[config.mk]
export PLATFORM = sky130hd
export DESIGN_NAME = accum_unit
export DESIGN_NICKNAME = d
export VERILOG_FILES = /design/src/rtl/accum_pkg.sv /design/src/rtl/accum_ctrl.sv /design/src/rtl/accum_slice.sv /design/src/rtl/accum_unit.sv
export SDC_FILE = /design/constraint.sdc
export NUM_CORES = 1
export LEC_CHECK = 0
export ABC_AREA = 1
export BUFFER_PORTS_ARGS = -buffer_cell sky130_fd_sc_hd__buf_2
export CAP_MARGIN = 15
export CORE_ASPECT_RATIO = 1.4
export CORE_MARGIN = 1
export CORE_UTILIZATION = 50
export DETAILED_ROUTE_END_ITERATION = 10
export GPL_ROUTABILITY_DRIVEN = 0
export PLACE_DENSITY_LB_ADDON = 0.3
export REMOVE_ABC_BUFFERS = 1
export SYNTH_ARGS = -nofsm -noshare
export SYNTH_HDL_FRONTEND = slang
export SYNTH_HIERARCHICAL = 1
export SYNTH_SLANG_ARGS = --single-unit
export TNS_END_PERCENT = 10
[constraint.sdc]
create_clock -name clk -period 27.7 [get_ports clk]
set_clock_uncertainty 0.2 [all_clocks]
set_input_delay 5.54 -clock clk [delete_from_list [all_inputs] [get_ports clk]]
set_output_delay 5.54 -clock clk [all_outputs]
set_load 0.05 [all_outputs]
[src/rtl/accum_pkg.sv]
package accum_pkg;

    localparam int unsigned WORD_W = 16;
    localparam int unsigned BYTE_W = 8;
    localparam int unsigned NUM_OPS = 9;

    // Per-stage source selects (AND-OR selection inside every bit slice)
    typedef struct packed {
        logic s_and;
        logic s_sum;
        logic s_opnd;
        logic s_port;
        logic s_inv;
        logic s_up;    // take neighbour above (rotate right)
        logic s_dn;    // take neighbour below (rotate left)
    } slice_sel_t;

    typedef enum logic [1:0] {
        LNK_HOLD  = 2'd0,
        LNK_CARRY = 2'd1,
        LNK_LSB   = 2'd2,
        LNK_MSB   = 2'd3
    } link_src_e;

    typedef struct packed {
        logic       load;
        logic       incr;
        logic       clear;
        link_src_e  link_src;
        slice_sel_t sel;
    } acc_ctl_t;

    function automatic logic slice_carry(input logic a, input logic b, input logic c);
        return (a & b) | (c & (a ^ b));
    endfunction

endpackage

[src/rtl/accum_ctrl.sv]
module accum_ctrl
    import accum_pkg::*;
(
    input  logic     clk,
    input  logic     rst,
    input  logic     s_and,
    input  logic     s_add,
    input  logic     s_load,
    input  logic     s_input,
    input  logic     s_comp,
    input  logic     s_shr,
    input  logic     s_shl,
    input  logic     s_clr,
    input  logic     s_inc,
    output acc_ctl_t ctl
);

    logic [NUM_OPS-1:0] strobes;
    assign strobes = {s_and, s_add, s_load, s_input, s_comp, s_shr, s_shl, s_clr, s_inc};

    always_comb begin
        ctl            = '0;
        ctl.sel.s_and  = s_and;
        ctl.sel.s_sum  = s_add;
        ctl.sel.s_opnd = s_load;
        ctl.sel.s_port = s_input;
        ctl.sel.s_inv  = s_comp;
        ctl.sel.s_up   = s_shr;
        ctl.sel.s_dn   = s_shl;
        ctl.load       = s_and | s_add | s_load | s_input | s_comp | s_shr | s_shl;
        ctl.incr       = s_inc;
        ctl.clear      = s_clr;
        if (s_add)      ctl.link_src = LNK_CARRY;
        else if (s_shr) ctl.link_src = LNK_LSB;
        else if (s_shl) ctl.link_src = LNK_MSB;
        else            ctl.link_src = LNK_HOLD;
    end

    // the decoder upstream issues at most one strobe per cycle
    p_one_strobe_r12: assert property (@(posedge clk) disable iff (rst)
        $onehot0(strobes));

    // exactly one register control per active strobe
    p_ctl_exclusive_r12: assert property (@(posedge clk) disable iff (rst)
        $onehot0({ctl.load, ctl.incr, ctl.clear}));

endmodule

[src/rtl/accum_slice.sv]
module accum_slice
    import accum_pkg::*;
(
    input  slice_sel_t sel,
    input  logic       acc_b,
    input  logic       opnd_b,
    input  logic       port_b,
    input  logic       up_b,
    input  logic       dn_b,
    input  logic       cin,
    output logic       res_b,
    output logic       cout
);

    logic sum_b;

    always_comb begin
        sum_b = acc_b ^ opnd_b ^ cin;
        cout  = slice_carry(acc_b, opnd_b, cin);
        res_b = (sel.s_and  & acc_b & opnd_b)
              | (sel.s_sum  & sum_b)
              | (sel.s_opnd & opnd_b)
              | (sel.s_port & port_b)
              | (sel.s_inv  & ~acc_b)
              | (sel.s_up   & up_b)
              | (sel.s_dn   & dn_b);
    end

endmodule

[src/rtl/accum_unit.sv]
module accum_unit
    import accum_pkg::*;
(
    input  logic              clk,
    input  logic              rst,
    input  logic [WORD_W-1:0] data_in,
    input  logic [BYTE_W-1:0] port_in,
    input  logic              do_and,
    input  logic              do_add,
    input  logic              do_load,
    input  logic              do_input,
    input  logic              do_comp,
    input  logic              do_shr,
    input  logic              do_shl,
    input  logic              do_clr,
    input  logic              do_inc,
    output logic [WORD_W-1:0] acc_q,
    output logic              link_q
);

    localparam int unsigned HI_W = WORD_W - BYTE_W;

    acc_ctl_t ctl;

    logic [WORD_W-1:0] up_v;
    logic [WORD_W-1:0] dn_v;
    logic [WORD_W-1:0] port_v;
    logic [WORD_W-1:0] slice_res;
    logic [WORD_W:0]   carry;
    logic              link_nxt;

    accum_ctrl u_ctrl (
        .clk     (clk),
        .rst     (rst),
        .s_and   (do_and),
        .s_add   (do_add),
        .s_load  (do_load),
        .s_input (do_input),
        .s_comp  (do_comp),
        .s_shr   (do_shr),
        .s_shl   (do_shl),
        .s_clr   (do_clr),
        .s_inc   (do_inc),
        .ctl     (ctl)
    );

    // Neighbour wiring: the link bit closes both rotate rings
    assign up_v   = {link_q, acc_q[WORD_W-1:1]};
    assign dn_v   = {acc_q[WORD_W-2:0], link_q};
    // Upper slices re-select their own bit on a port load
    assign port_v = {acc_q[WORD_W-1:BYTE_W], port_in};
    assign carry[0] = 1'b0;

    for (genvar i = 0; i < WORD_W; i++) begin : g_slice
        accum_slice u_slice (
            .sel    (ctl.sel),
            .acc_b  (acc_q[i]),
            .opnd_b (data_in[i]),
            .port_b (port_v[i]),
            .up_b   (up_v[i]),
            .dn_b   (dn_v[i]),
            .cin    (carry[i]),
            .res_b  (slice_res[i]),
            .cout   (carry[i+1])
        );
    end

    always_comb begin
        unique case (ctl.link_src)
            LNK_CARRY: link_nxt = carry[WORD_W];
            LNK_LSB:   link_nxt = acc_q[0];
            LNK_MSB:   link_nxt = acc_q[WORD_W-1];
            default:   link_nxt = link_q;
        endcase
    end

    always_ff @(posedge clk) begin
        if (rst || ctl.clear) acc_q <= '0;
        else if (ctl.incr)    acc_q <= acc_q + 1'b1;
        else if (ctl.load)    acc_q <= slice_res;
    end

    always_ff @(posedge clk) begin
        if (rst) link_q <= 1'b0;
        else     link_q <= link_nxt;
    end

    // ---------------- assertions ----------------
    p_reset_r1: assert property (@(posedge clk)
        rst |=> (acc_q == '0) && !link_q);

    p_hold_r11: assert property (@(posedge clk) disable iff (rst)
        !(do_and | do_add | do_load | do_input | do_comp | do_shr | do_shl | do_clr | do_inc)
        |=> $stable(acc_q) && $stable(link_q));

    p_clear_r9: assert property (@(posedge clk) disable iff (rst)
        do_clr |=> (acc_q == '0) && $stable(link_q));

    p_inc_wrap_r10: assert property (@(posedge clk) disable iff (rst)
        do_inc |=> (acc_q == $past(acc_q) + 16'd1) && $stable(link_q));

    p_shr_link_r7: assert property (@(posedge clk) disable iff (rst)
        do_shr |=> (link_q == $past(acc_q[0])) && (acc_q[WORD_W-1] == $past(link_q)));

    p_shl_link_r8: assert property (@(posedge clk) disable iff (rst)
        do_shl |=> (link_q == $past(acc_q[WORD_W-1])) && (acc_q[0] == $past(link_q)));

    p_port_high_r5: assert property (@(posedge clk) disable iff (rst)
        do_input |=> $stable(acc_q[WORD_W-1 -: HI_W]) && $stable(link_q));

    p_add_sum_r3: assert property (@(posedge clk) disable iff (rst)
        do_add |=> ({link_q, acc_q} == {1'b0, $past(acc_q)} + {1'b0, $past(data_in)}));

endmodule

==> results.yml <==
run_status:
  status: "finished clean"
global_routing:
  first_global_vias: 2970
  grt_overflow: 0
  grt_pass1_wl_um: 12720
  grt_max_degree: 19
  grt.total_usage_pct: 27.19
  antenna_found_initial: 0
die:
  initial_utilization_pct: 53.04
  row_count: 31
  die_w_um: 65.22
  coreArea_mm2: 0.005275
  fp.dieH_um: 90.51
  boundaryPins: 52
  die-area_mm2: 0.005903
placed_design:
  post-place-ws_ns: 13.84
  placedCellCount: 654
  place.port_buffers: 51
  place_hpwl_um: 5542
timing:
  setup_slack_ns: 14.17
  hold_viol_final: 0
  tightest_slew_ns: 0.8226
  grt_setup_unrepaired: "no"
  fmax_mhz: 73.91
  relSlewSlack_pct: 44.96
  period_minus_slack_ns: 13.53
  slew_viol_final: 0
  setup-violations-final: 0
  timing.setup.tns_ns: 0
  fin_crit_sh_pct: 48.85
clock_network:
  htreeDepth: 1
  clkTransAtPathRegs_ns: 0.08
  cts_tree: "yes"
  post_cts_buffers: 0
  cts_root_buf: "clkbuf_8"
  clk_path_buf_depth: 2
  post_cts_resized: 0
  clock_sinks: 17
  cts_hold_buf: 0
  cts_buffers: 3
  worstSkewPairLatency_ns: 0.27
final_layout:
  antenna_cells: 0
  layout_common_cells: "nand2_1 (177), inv_1 (160), nor2_1 (85), buf_2 (51), nand3_1 (34)"
  nets: 645
  area_delta_synth_final_pct: 10.55
  drive_gt1_share_pct: 10.81
  final_common_cell: "nand2_1"
  instances_no_fill: 658
synth:
  synth-compound-area-share_pct: 6.619
  synthCells: 550
  synth_xor_area_share_pct: 0
  synth_ff_type: "dfxtp_1"
  synth.cell_area_mm2: 0.002798
  synth_seq_cells: 17
  synth_top_family_by_area: "simple AND/OR/NAND/NOR gates"
  synth_edf_count: 0
  yosys.area_share.adder_pct: 11.90
  ys_types: 24
  synth_simple_gate_area_share_pct: 44.54
  synthMuxAreaShare_pct: 0
  syn_avg_cell_area_um2: 5.087
  synth_seq_area_share_pct: 12.16
  synthArstFlopShare_pct: 0
  yosys_warnings: 6
setup_path:
  slowest_delay_ns: 0.47
  setup.worst_path.end: "acc_q[15]$_SDFFE_PP0P_"
  setup.worst_path.end_class: "flip-flop"
  required_ns: 27.64
  r2r-end: "acc_q[15]$_SDFFE_PP0P_"
  worstSetupPathType: "primary input to flip-flop"
  rr_worst_depth: 54
  critPathLaunchType: "primary input"
  cp_slowest_cell: "fa_1"
  r2r_slack_ns: 18.85
  path_common_cell: "inv_1"
  crit_fanout: 2
  crit_arrival_ns: 13.47
  setup.worst_path.start: "data_in[0]"
  timing.rr.start: "acc_q[0]$_SDFFE_PP0P_"
routing:
  vias: 3138
  ant_nets: 0
  dr.pass1.iters: 5
  via_per_inst: 4.769
  drc: 0
  wire_per_inst_um: 11.44
  drt_iter0_drc: 136
  wirelength_um: 7527
pwr:
  power_leakage_nw: 1.967
  power_density_mw_per_mm2: 27.87
  vdd_ir_drop_max_mv: 0.01781
  report.power.total_w: 0.00008619
hold_path:
  hold_path_class: "flip-flop to flip-flop"
flow_run:
  drv_cap: 0
[cell type report]
type	count	area (µm²)
clock buffers	3	41.29
clock inverters	1	5.005
fillers	571	2182
inverters	160	600.6
multi-input cells	360	1768
flip-flops and latches	17	340.3
well taps	66	82.58
repair buffers	51	255.2
[per-layer routing]
| metal | part of all wire (%) | GRT usage [%] |
|---|---|---|
| met5 | 0 | 0 |
| met4 | 0.97 | 11.05 |
| met3 | 4.5 | 1.389 |
| met2 | 54 | 50.34 |
| met1 | 41 | 31.25 |
[kinds of logic (layout without fill, tap and decap cells)]
group                    Yosys count  in the layout
AO/OA/AOI/OAI                     34             34
flip-flops                        17             17
buffers and inverters            173            215
other                              1              1
AND/OR/NAND/NOR                  308            308
adder cells (fa/ha/maj)           17             17
[registers in the layout, summed over array words and instances, names as in the netlist]
signal / count
acc_q: 16
link_q: 1
[power by group]
group          switching [W]  internal (W)
combinational      0.0000241     0.0000129
clock             0.00000960     0.0000100
sequential        0.00000385     0.0000258
total              0.0000375     0.0000487
[stage by stage]
| step | hold WS, ns | utilization [%] | cell area (µm²) |
|---|---|---|---|
| floorplan | 0.5496 | - | 2709 |
| CTS | 0.4037 | 58.63 | 3093 |
| finish | 0.4062 | 58.63 | 3093 |
| detailed placement | 0.3895 | 57.76 | 3047 |
| global placement | 0.3868 | 57.76 | 3047 |
| global route | 0.4430 | 58.63 | 3093 |
[synth_stat cells (3+ instances only)]
library cell | instances | area [µm²]
fa_1 | 16 | 320.3
o21ai_1 | 4 | 20.02
nand3_1 | 34 | 170.2
nor2_1 | 85 | 319.1
nand2_1 | 177 | 664.4
nand3_2 | 3 | 30.03
buf_4 | 10 | 75.07
a21oi_1 | 14 | 70.07
nor2_2 | 3 | 18.77
o21ai_0 | 10 | 50.05
dfxtp_1 | 17 | 340.3
inv_1 | 160 | 600.6
[worst min path at each step]
stage,from,to,slack (ns),cells after the start
finish,acc_q[15]$_SDFFE_PP0P_,acc_q[15]$_SDFFE_PP0P_,0.41,2
global placement,acc_q[15]$_SDFFE_PP0P_,acc_q[15]$_SDFFE_PP0P_,0.39,2
floorplan,acc_q[0]$_SDFFE_PP0P_,link_q$_SDFFE_PP0P_,0.55,2
CTS,acc_q[15]$_SDFFE_PP0P_,acc_q[15]$_SDFFE_PP0P_,0.40,2
detailed placement,acc_q[15]$_SDFFE_PP0P_,acc_q[15]$_SDFFE_PP0P_,0.39,2
global route,acc_q[15]$_SDFFE_PP0P_,acc_q[15]$_SDFFE_PP0P_,0.44,2
[critical path, delay by kind of cell]
kind                     cells  cell delay (ns)
buffers and inverters       32             1.68
adder cells (fa/ha/maj)     16             5.74
AO/OA/AOI/OAI                1             0.05
AND/OR/NAND/NOR              6             0.41
Power figures use the tool's default switching activity.
